[config.mk]
export PLATFORM = sky130hd
export DESIGN_NAME = pcs_profiler_top
export DESIGN_NICKNAME = d
export VERILOG_FILES = /design/src/rtl/pcs_pkg.sv /design/src/rtl/pcs_cycle_timer.sv /design/src/rtl/pcs_interval_down.sv /design/src/rtl/pcs_req_slots.sv /design/src/rtl/pcs_profiler_top.sv
export SDC_FILE = /design/constraint.sdc
export NUM_CORES = 1
export LEC_CHECK = 0
export BUFFER_PORTS_ARGS = -buffer_cell sky130_fd_sc_hd__buf_4
export CORE_ASPECT_RATIO = 0.5
export CORE_UTILIZATION = 48
export DETAILED_ROUTE_END_ITERATION = 10
export HOLD_SLACK_MARGIN = 0.06
export MAX_ROUTING_LAYER = met4
export PLACE_DENSITY = 0.76
export SLEW_MARGIN = 0
export SYNTH_ARGS = -nofsm -noshare
export SYNTH_HDL_FRONTEND = slang
export SYNTH_SLANG_ARGS = --single-unit
export TNS_END_PERCENT = 100
[constraint.sdc]
create_clock -name clk -period 1.8 [get_ports clk]
set_input_delay 0.18 -clock clk [delete_from_list [all_inputs] [get_ports clk]]
set_output_delay 0.18 -clock clk [all_outputs]
set_load 0.02 [all_outputs]
[src/rtl/pcs_pkg.sv]
package pcs_pkg;

    localparam int PC_W     = 32;
    localparam int NUM_SYNC = 3;
    localparam int SYNC_GAP = 2;

    typedef enum logic {
        PKT_PC   = 1'b0,
        PKT_SYNC = 1'b1
    } pkt_kind_e;

    typedef struct packed {
        logic            asleep;
        logic [PC_W-1:0] addr;
    } pc_snap_t;

    // Address shown on the port for a captured snapshot
    function automatic logic [PC_W-1:0] snap_payload(input pc_snap_t s);
        return s.asleep ? '0 : s.addr;
    endfunction

endpackage

[src/rtl/pcs_cycle_timer.sv]
module pcs_cycle_timer
    import pcs_pkg::*;
#(
    parameter int POST_TAP_LO = 6,
    parameter int POST_TAP_HI = 10,
    parameter int SYNC_LO     = 24
) (
    input  logic       clk,
    input  logic       rst,
    input  logic       en,
    input  logic       post_sel,
    input  logic [1:0] sync_sel,
    output logic       post_tick,
    output logic       sync_tick
);
    // Highest tap toggles when all bits below it are ones; no wider count is needed
    localparam int CNT_W = SYNC_LO + SYNC_GAP * (NUM_SYNC - 1);

    logic [CNT_W-1:0]    cnt_q;
    logic [NUM_SYNC-1:0] sync_hit;
    logic                post_hit_lo;
    logic                post_hit_hi;
    logic                sync_pick;

    always_ff @(posedge clk) begin
        if (rst)
            cnt_q <= '0;
        else if (en)
            cnt_q <= cnt_q + 1'b1;
    end

    // A tap bit changes on the next increment exactly when all lower bits are ones
    assign post_hit_lo = &cnt_q[POST_TAP_LO-1:0];
    assign post_hit_hi = &cnt_q[POST_TAP_HI-1:0];

    generate
        for (genvar g = 0; g < NUM_SYNC; g++) begin : g_sync_tap
            localparam int TAP = SYNC_LO + SYNC_GAP * g;
            assign sync_hit[g] = &cnt_q[TAP-1:0];
        end
    endgenerate

    always_comb begin
        case (sync_sel)
            2'd1:    sync_pick = sync_hit[0];
            2'd2:    sync_pick = sync_hit[1];
            2'd3:    sync_pick = sync_hit[2];
            default: sync_pick = 1'b0;
        endcase
    end

    assign post_tick = en && (post_sel ? post_hit_hi : post_hit_lo);
    assign sync_tick = en && sync_pick;

endmodule

[src/rtl/pcs_interval_down.sv]
module pcs_interval_down #(
    parameter int W = 4
) (
    input  logic         clk,
    input  logic         rst,
    input  logic [W-1:0] init_val,
    input  logic [W-1:0] reload_val,
    input  logic         step,
    output logic         underflow,
    output logic [W-1:0] count
);
    logic [W-1:0] cnt_q;

    assign underflow = step && (cnt_q == '0);
    assign count     = cnt_q;

    always_ff @(posedge clk) begin
        if (rst)
            cnt_q <= init_val;
        else if (step)
            cnt_q <= underflow ? reload_val : cnt_q - 1'b1;
    end

endmodule

[src/rtl/pcs_req_slots.sv]
module pcs_req_slots
    import pcs_pkg::*;
(
    input  logic            clk,
    input  logic            rst,
    input  logic            samp_evt,
    input  pc_snap_t        samp_in,
    input  logic            sync_evt,
    input  logic            ready,
    output logic            valid,
    output pkt_kind_e       kind,
    output logic [PC_W-1:0] payload,
    output logic            asleep,
    output logic            ovf
);
    logic      samp_v_q, samp_v_n;
    pc_snap_t  snap_q, snap_n;
    logic      sync_q, sync_n;
    pkt_kind_e sel_q, sel_n;
    logic      ovf_q, ovf_n;
    logic      hold, acc_pc, acc_sync;

    assign valid   = samp_v_q | sync_q;
    assign kind    = sel_q;
    assign payload = (sel_q == PKT_SYNC) ? '0 : snap_payload(snap_q);
    assign asleep  = (sel_q == PKT_PC) && snap_q.asleep;
    assign ovf     = ovf_q;

    assign hold     = valid && !ready;
    assign acc_pc   = valid && ready && (sel_q == PKT_PC);
    assign acc_sync = valid && ready && (sel_q == PKT_SYNC);

    always_comb begin
        samp_v_n = samp_v_q && !acc_pc;
        snap_n   = snap_q;
        ovf_n    = ovf_q;
        if (samp_evt) begin
            if (samp_v_n) begin
                ovf_n = 1'b1;
            end else begin
                samp_v_n = 1'b1;
                snap_n   = samp_in;
            end
        end
        sync_n = (sync_q && !acc_sync) || sync_evt;
        // Keep a stalled offer in place; otherwise sync goes first
        if (hold)
            sel_n = sel_q;
        else
            sel_n = sync_n ? PKT_SYNC : PKT_PC;
    end

    always_ff @(posedge clk) begin
        if (rst) begin
            samp_v_q <= 1'b0;
            snap_q   <= '0;
            sync_q   <= 1'b0;
            sel_q    <= PKT_PC;
            ovf_q    <= 1'b0;
        end else begin
            samp_v_q <= samp_v_n;
            snap_q   <= snap_n;
            sync_q   <= sync_n;
            sel_q    <= sel_n;
            ovf_q    <= ovf_n;
        end
    end

endmodule

[src/rtl/pcs_profiler_top.sv]
module pcs_profiler_top
    import pcs_pkg::*;
#(
    parameter int POST_W      = 4,
    parameter int POST_TAP_LO = 6,
    parameter int POST_TAP_HI = 10,
    parameter int SYNC_LO     = 24
) (
    input  logic              clk,
    input  logic              rst,
    input  logic              cyc_en,
    input  logic              pc_samp_en,
    input  logic              post_tap_sel,
    input  logic [1:0]        sync_sel,
    input  logic [POST_W-1:0] post_init,
    input  logic [POST_W-1:0] post_reload,
    input  logic [PC_W-1:0]   pc_in,
    input  logic              core_sleep,
    output logic              req_valid,
    input  logic              req_ready,
    output logic              req_kind,
    output logic [PC_W-1:0]   req_payload,
    output logic              req_sleep,
    output logic              ovf_flag
);
    logic              post_tick;
    logic              sync_tick;
    logic              underflow;
    logic [POST_W-1:0] post_cnt;
    pc_snap_t          snap;
    pkt_kind_e         kind_w;

    pcs_cycle_timer #(
        .POST_TAP_LO (POST_TAP_LO),
        .POST_TAP_HI (POST_TAP_HI),
        .SYNC_LO     (SYNC_LO)
    ) u_timer (
        .clk       (clk),
        .rst       (rst),
        .en        (cyc_en),
        .post_sel  (post_tap_sel),
        .sync_sel  (sync_sel),
        .post_tick (post_tick),
        .sync_tick (sync_tick)
    );

    pcs_interval_down #(
        .W (POST_W)
    ) u_interval (
        .clk        (clk),
        .rst        (rst),
        .init_val   (post_init),
        .reload_val (post_reload),
        .step       (post_tick),
        .underflow  (underflow),
        .count      (post_cnt)
    );

    assign snap.asleep = core_sleep;
    assign snap.addr   = pc_in;

    pcs_req_slots u_slots (
        .clk      (clk),
        .rst      (rst),
        .samp_evt (underflow && pc_samp_en),
        .samp_in  (snap),
        .sync_evt (sync_tick),
        .ready    (req_ready),
        .valid    (req_valid),
        .kind     (kind_w),
        .payload  (req_payload),
        .asleep   (req_sleep),
        .ovf      (ovf_flag)
    );

    assign req_kind = kind_w;

endmodule

==> summary.log <==
INFO  synthesis      synth_enable_flop_cells=4
INFO  synthesis      post_synth_xor_area_fraction=3.934%
INFO  clock_tree     clk_root_buffer_cell=sky130_fd_sc_hd__clkbuf_16
INFO  routing        routed-via-count=3157
INFO  clock_tree     insertion_delay=0.33ns
INFO  place          placedCellCount=560
INFO  synthesis      share_of_synthesized_area_spent_on_multiplexers=0.8992%
INFO  routing        drc_errors=0
INFO  worst_setup_path critical_path_cell_with_the_highest_stage_delay=sky130_fd_sc_hd__edfxtp_1
INFO  clock_tree     tritoncts=done
INFO  routing        viasPerCell=5.443
INFO  clock_tree     max-clock-path-buffers=2
INFO  synthesis      seq_area_frac_synth=42.56%
INFO  synthesis      post_synth_num_cell_types=48
INFO  worst_setup_path end_kind=flip-flop
INFO  grt            via_count_of_the_first_global_routing_pass=2742
INFO  floorplanning  io-pin-count=85
INFO  timing         finalHoldViolCount=0
INFO  worst_setup_path rrSetupSlack=-0.03ns
INFO  synthesis      postSynth.topFlopCell=sky130_fd_sc_hd__dfxtp_1
INFO  power          static_power_due_to_leakage=1.774nW
INFO  grt            grt_start_max_net_pins=46
INFO  grt            global_route.usage.total=22.84%
INFO  grt            grt_antenna_before_repair=0
INFO  hold_path      timing.hold.worst.start=pc_in[1]
INFO  run_status     violations=negative setup slack
INFO  synthesis      yosys.area_share.adder=1.124%
INFO  synthesis      synth-seq-cells=69
INFO  timing         fin_skew=0.004842ns
INFO  synthesis      synthArstFlopShare=0%
INFO  cells_and_area final_core_utilization=67.15%
INFO  synthesis      syn_area_per_cell=8.476um2
INFO  synthesis      synthesis_warning_total=0
INFO  timing         finalSetupTns=-0.02778ns
INFO  timing         maxSlewHeadroom=68.17%
INFO  cells_and_area final_net_count=535
INFO  clock_tree     numCtsBuffers=9
INFO  synthesis      synth.net_count=446
INFO  floorplanning  die-area=0.007315mm2
INFO  run_status     run_status=complete, but fails checks
INFO  worst_setup_path worstReg2RegStart=u_interval.count[1]$_DFFE_PP_
INFO  cells_and_area final_layout_size_suffix_gt1_share=29.71%
INFO  power          power.density_cell_area=769.0mW/mm2
INFO  worst_setup_path crit_path_max_fanout=3
INFO  floorplanning  floorplan.initialDensity=49.84%
INFO  worst_setup_path cp_data_arrival_time=1.90ns
INFO  timing         setup_repair_after_global_routing_missed_its_margin=true
INFO  cells_and_area diodes=0
INFO  clock_tree     cts-htree-levels=3
INFO  worst_setup_path crit_path_max_incr_delay=0.41ns
INFO  floorplanning  rows=21
INFO  routing        initialDrtViolationCount=199
INFO  synthesis      synth-simple-area-share=28.03%
INFO  place          place_hpwl=5209um
INFO  routing        antenna_violating_nets_left=0
INFO  floorplanning  die_height=60.98um
INFO  grt            grt_overflow=0
INFO  worst_setup_path path_class=reg -> reg
INFO  worst_setup_path path_delay_family=simple AND/OR/NAND/NOR gates
INFO  clock_tree     holdBufCountCts=0
INFO  place          routabilityCongestion=0.7640
INFO  timing         timing.final.ws_setup=-0.02778ns
INFO  power          peakVddDrop=594.6uV
INFO  routing        drt_wl_total=8074um
INFO  cells_and_area area.growth.synth_to_final=34.73%
INFO  worst_setup_path timing.reg2reg.worst_path_depth=6
INFO  clock_tree     cts.sinks=69
INFO  floorplanning  fp.coreArea=0.006700mm2
INFO  timing         final-setup-viol-count=1
INFO  hold_path      hold_end=u_slots.snap_q[1]$_SDFFE_PP0P_
INFO  clock_tree     cts.clk_slew.worst_paths=0.05ns
INFO  timing         slew_worst_pin=0.4775ns
INFO  timing         min_period_over_period=101.5%
INFO  cells_and_area post_layout_nonfiller_instances=580
INFO  place          buffer_ports.inserted=84
INFO  timing         final-max-slew-violation-count=0
INFO  worst_setup_path critical_path_buf_inv_count=1
INFO  worst_setup_path worstPathCellList=inv_2 -> ha_4 -> nor3b_4 -> o2111ai_2 -> or3_1 -> o311a_1
INFO  floorplanning  die-width=120.0um
INFO  hold_path      worst_hold_path_type=in -> reg
INFO  synthesis      synth_compound_area_share=18.66%
INFO  worst_setup_path r2r-end=u_interval.count[0]$_DFFE_PP_
INFO  routing        avgRoutedWirePerCell=13.92um
INFO  place          preCtsSetupSlack=-0.01900ns
INFO  timing         layout_min_cycle_time=1.828ns
INFO  timing         max_freq=547.1MHz
INFO  routing        detail_route.first_pass.iterations=5
INFO  worst_setup_path cp.required=1.87ns
INFO  worst_setup_path critical_path.startpoint_type=flip-flop
INFO  hold_path      cell_count_of_the_worst_hold_path=3
INFO  job            cap_violations=0
INFO  synthesis      post_synth_inst_count=394
INFO  grt            grt_pass1_wl=12540um
INFO  synthesis      synth_area=0.003339mm2
INFO  synthesis      synth_top_family_by_area=simple AND/OR/NAND/NOR gates
metal layers:
metal / global-route usage [%] / vias up / share of wire (%)
met5: - / - / 0
met4: 7.857 / 0 / 1.2
met3: 6.861 / 14 / 4.3
met2: 39.74 / 74 / 50
met1: 25.60 / 1467 / 45
li1: - / 1602 / -
where the power goes:
| group | internal, mW | leakage [nW] | switching (mW) |
|---|---|---|---|
| logic | 0.116 | 1.07 | 0.104 |
| clock network | 1.06 | 0.143 | 0.614 |
| registers | 1.56 | 0.563 | 0.0108 |
| total | 2.73 | 1.77 | 0.729 |
through the flow:
stage          area [um2]  total power, mW  hold WS (ns)
6_report             4499            3.460        0.1162
5_1_grt              4499            3.585        0.1072
4_1_cts              4444            3.486        0.1053
3_5_place_dp         4149            1.803        0.4560
3_3_place_gp         4149            1.799        0.4496
2_1_floorplan        3344            1.682        0.3319
flip-flops by register name, indices dropped and copies added, names as in the netlist:
register / count
u_slots.snap_q: 33
u_interval.count: 4
u_slots.kind: 1
u_timer.cnt_q: 28
u_slots.sync_q: 1
u_slots.samp_v_q: 1
u_slots.ovf: 1
worst reg2reg max path, cell delays in order, from the launching register on:
cell,delay [ns]
sky130_fd_sc_hd__edfxtp_1,0.41
sky130_fd_sc_hd__inv_2,0.10
sky130_fd_sc_hd__ha_4,0.12
sky130_fd_sc_hd__nor3b_4,0.21
sky130_fd_sc_hd__o2111ai_2,0.21
sky130_fd_sc_hd__or3_1,0.37
sky130_fd_sc_hd__o311a_1,0.14
logic make-up after synthesis:
logic type               Yosys count
XOR/XNOR                          15
flip-flops                        69
AO/OA/AOI/OAI                    109
adder cells (fa/ha/maj)            3
buffers and inverters             35
multiplexers                       3
AND/OR/NAND/NOR                  160
layout by cell type, fill, tap and decap left out, types with 2 or more instances in the layout:
cell type / netlist / layout
sky130_fd_sc_hd__or4_1: 9 / 9
sky130_fd_sc_hd__edfxtp_1: 4 / 4
sky130_fd_sc_hd__inv_1: 6 / 4
sky130_fd_sc_hd__and4_1: 4 / 4
sky130_fd_sc_hd__mux2i_1: 3 / 3
sky130_fd_sc_hd__buf_4: 4 / 100
sky130_fd_sc_hd__xnor2_1: 6 / 6
sky130_fd_sc_hd__nand3_1: 42 / 42
sky130_fd_sc_hd__xor2_1: 9 / 9
sky130_fd_sc_hd__and4_2: 3 / 3
sky130_fd_sc_hd__nand2b_1: 3 / 3
sky130_fd_sc_hd__nand2_1: 16 / 16
sky130_fd_sc_hd__o31ai_1: 9 / 9
sky130_fd_sc_hd__a21oi_1: 48 / 48
sky130_fd_sc_hd__and3_1: 4 / 4
sky130_fd_sc_hd__o21ai_1: 0 / 3
sky130_fd_sc_hd__nand4_1: 6 / 6
sky130_fd_sc_hd__and2_1: 32 / 32
sky130_fd_sc_hd__o21ai_0: 40 / 37
sky130_fd_sc_hd__nor2b_1: 2 / 2
sky130_fd_sc_hd__inv_2: 0 / 2
sky130_fd_sc_hd__buf_6: 1 / 3
sky130_fd_sc_hd__or3_1: 4 / 4
sky130_fd_sc_hd__and4_4: 2 / 2
sky130_fd_sc_hd__clkinv_2: 0 / 4
sky130_fd_sc_hd__and3_2: 2 / 2
sky130_fd_sc_hd__nor3_1: 4 / 4
sky130_fd_sc_hd__dfxtp_1: 65 / 64
sky130_fd_sc_hd__nor2_1: 19 / 19
sky130_fd_sc_hd__buf_12: 0 / 4
sky130_fd_sc_hd__clkbuf_16: 0 / 9
timing repair:
item / CTS / global route
resized for setup: 4 / 11
setup endpoints to repair: 13 / 41
buffers inserted: 0 / 4
pin swaps: 1 / 3
synth_stat cells (all sizes together) (2+ instances only):
master / instances / area, um2
a21boi: 2 / 15.02
a21oi: 48 / 240.2
and2: 32 / 200.2
and3: 6 / 40.03
and4: 9 / 87.58
buf: 11 / 70.06
clkbuf: 18 / 67.56
dfxtp: 65 / 1301
edfxtp: 4 / 120.1
ha: 3 / 37.54
inv: 6 / 22.52
mux2i: 3 / 30.03
nand2: 16 / 60.06
nand2b: 3 / 18.77
nand3: 43 / 227.7
nand4: 7 / 58.81
nor2: 19 / 71.32
nor2b: 2 / 12.51
nor3: 4 / 20.02
nor3b: 2 / 15.01
o21ai: 40 / 200.2
o31ai: 9 / 67.56
or3: 5 / 32.53
or3b: 2 / 17.52
or4: 9 / 67.56
xnor2: 6 / 52.55
xor2: 9 / 78.83
worst max-delay path by stage:
stage,depth (start not counted),startpoint,slack [ns],end
2_1_floorplan,6,u_interval.count[0]$_DFFE_PP_,0.07,u_interval.count[0]$_DFFE_PP_
3_3_place_gp,5,u_timer.cnt_q[1]$_SDFFE_PP0P_,0.03,u_slots.kind$_SDFFE_PP0N_
4_1_cts,7,u_interval.count[0]$_DFFE_PP_,0.002,u_interval.count[3]$_DFFE_PP_
5_1_grt,6,u_interval.count[0]$_DFFE_PP_,-0.08,u_interval.count[0]$_DFFE_PP_
3_5_place_dp,7,u_interval.count[0]$_DFFE_PP_,-0.02,u_interval.count[3]$_DFFE_PP_
6_report,6,u_interval.count[1]$_DFFE_PP_,-0.03,u_interval.count[0]$_DFFE_PP_
area by class of cell:
| type | instances | area, um2 |
|---|---|---|
| fill | 559 | 2201 |
| tap | 92 | 115.1 |
| sequential | 69 | 1423 |
| timing repair buffer | 107 | 864.6 |
| clock inverter | 6 | 53.80 |
| inverter | 6 | 22.52 |
| multi-input combinational | 290 | 1792 |
| clock buffer | 10 | 229.0 |
Power figures use the tool's default switching activity.
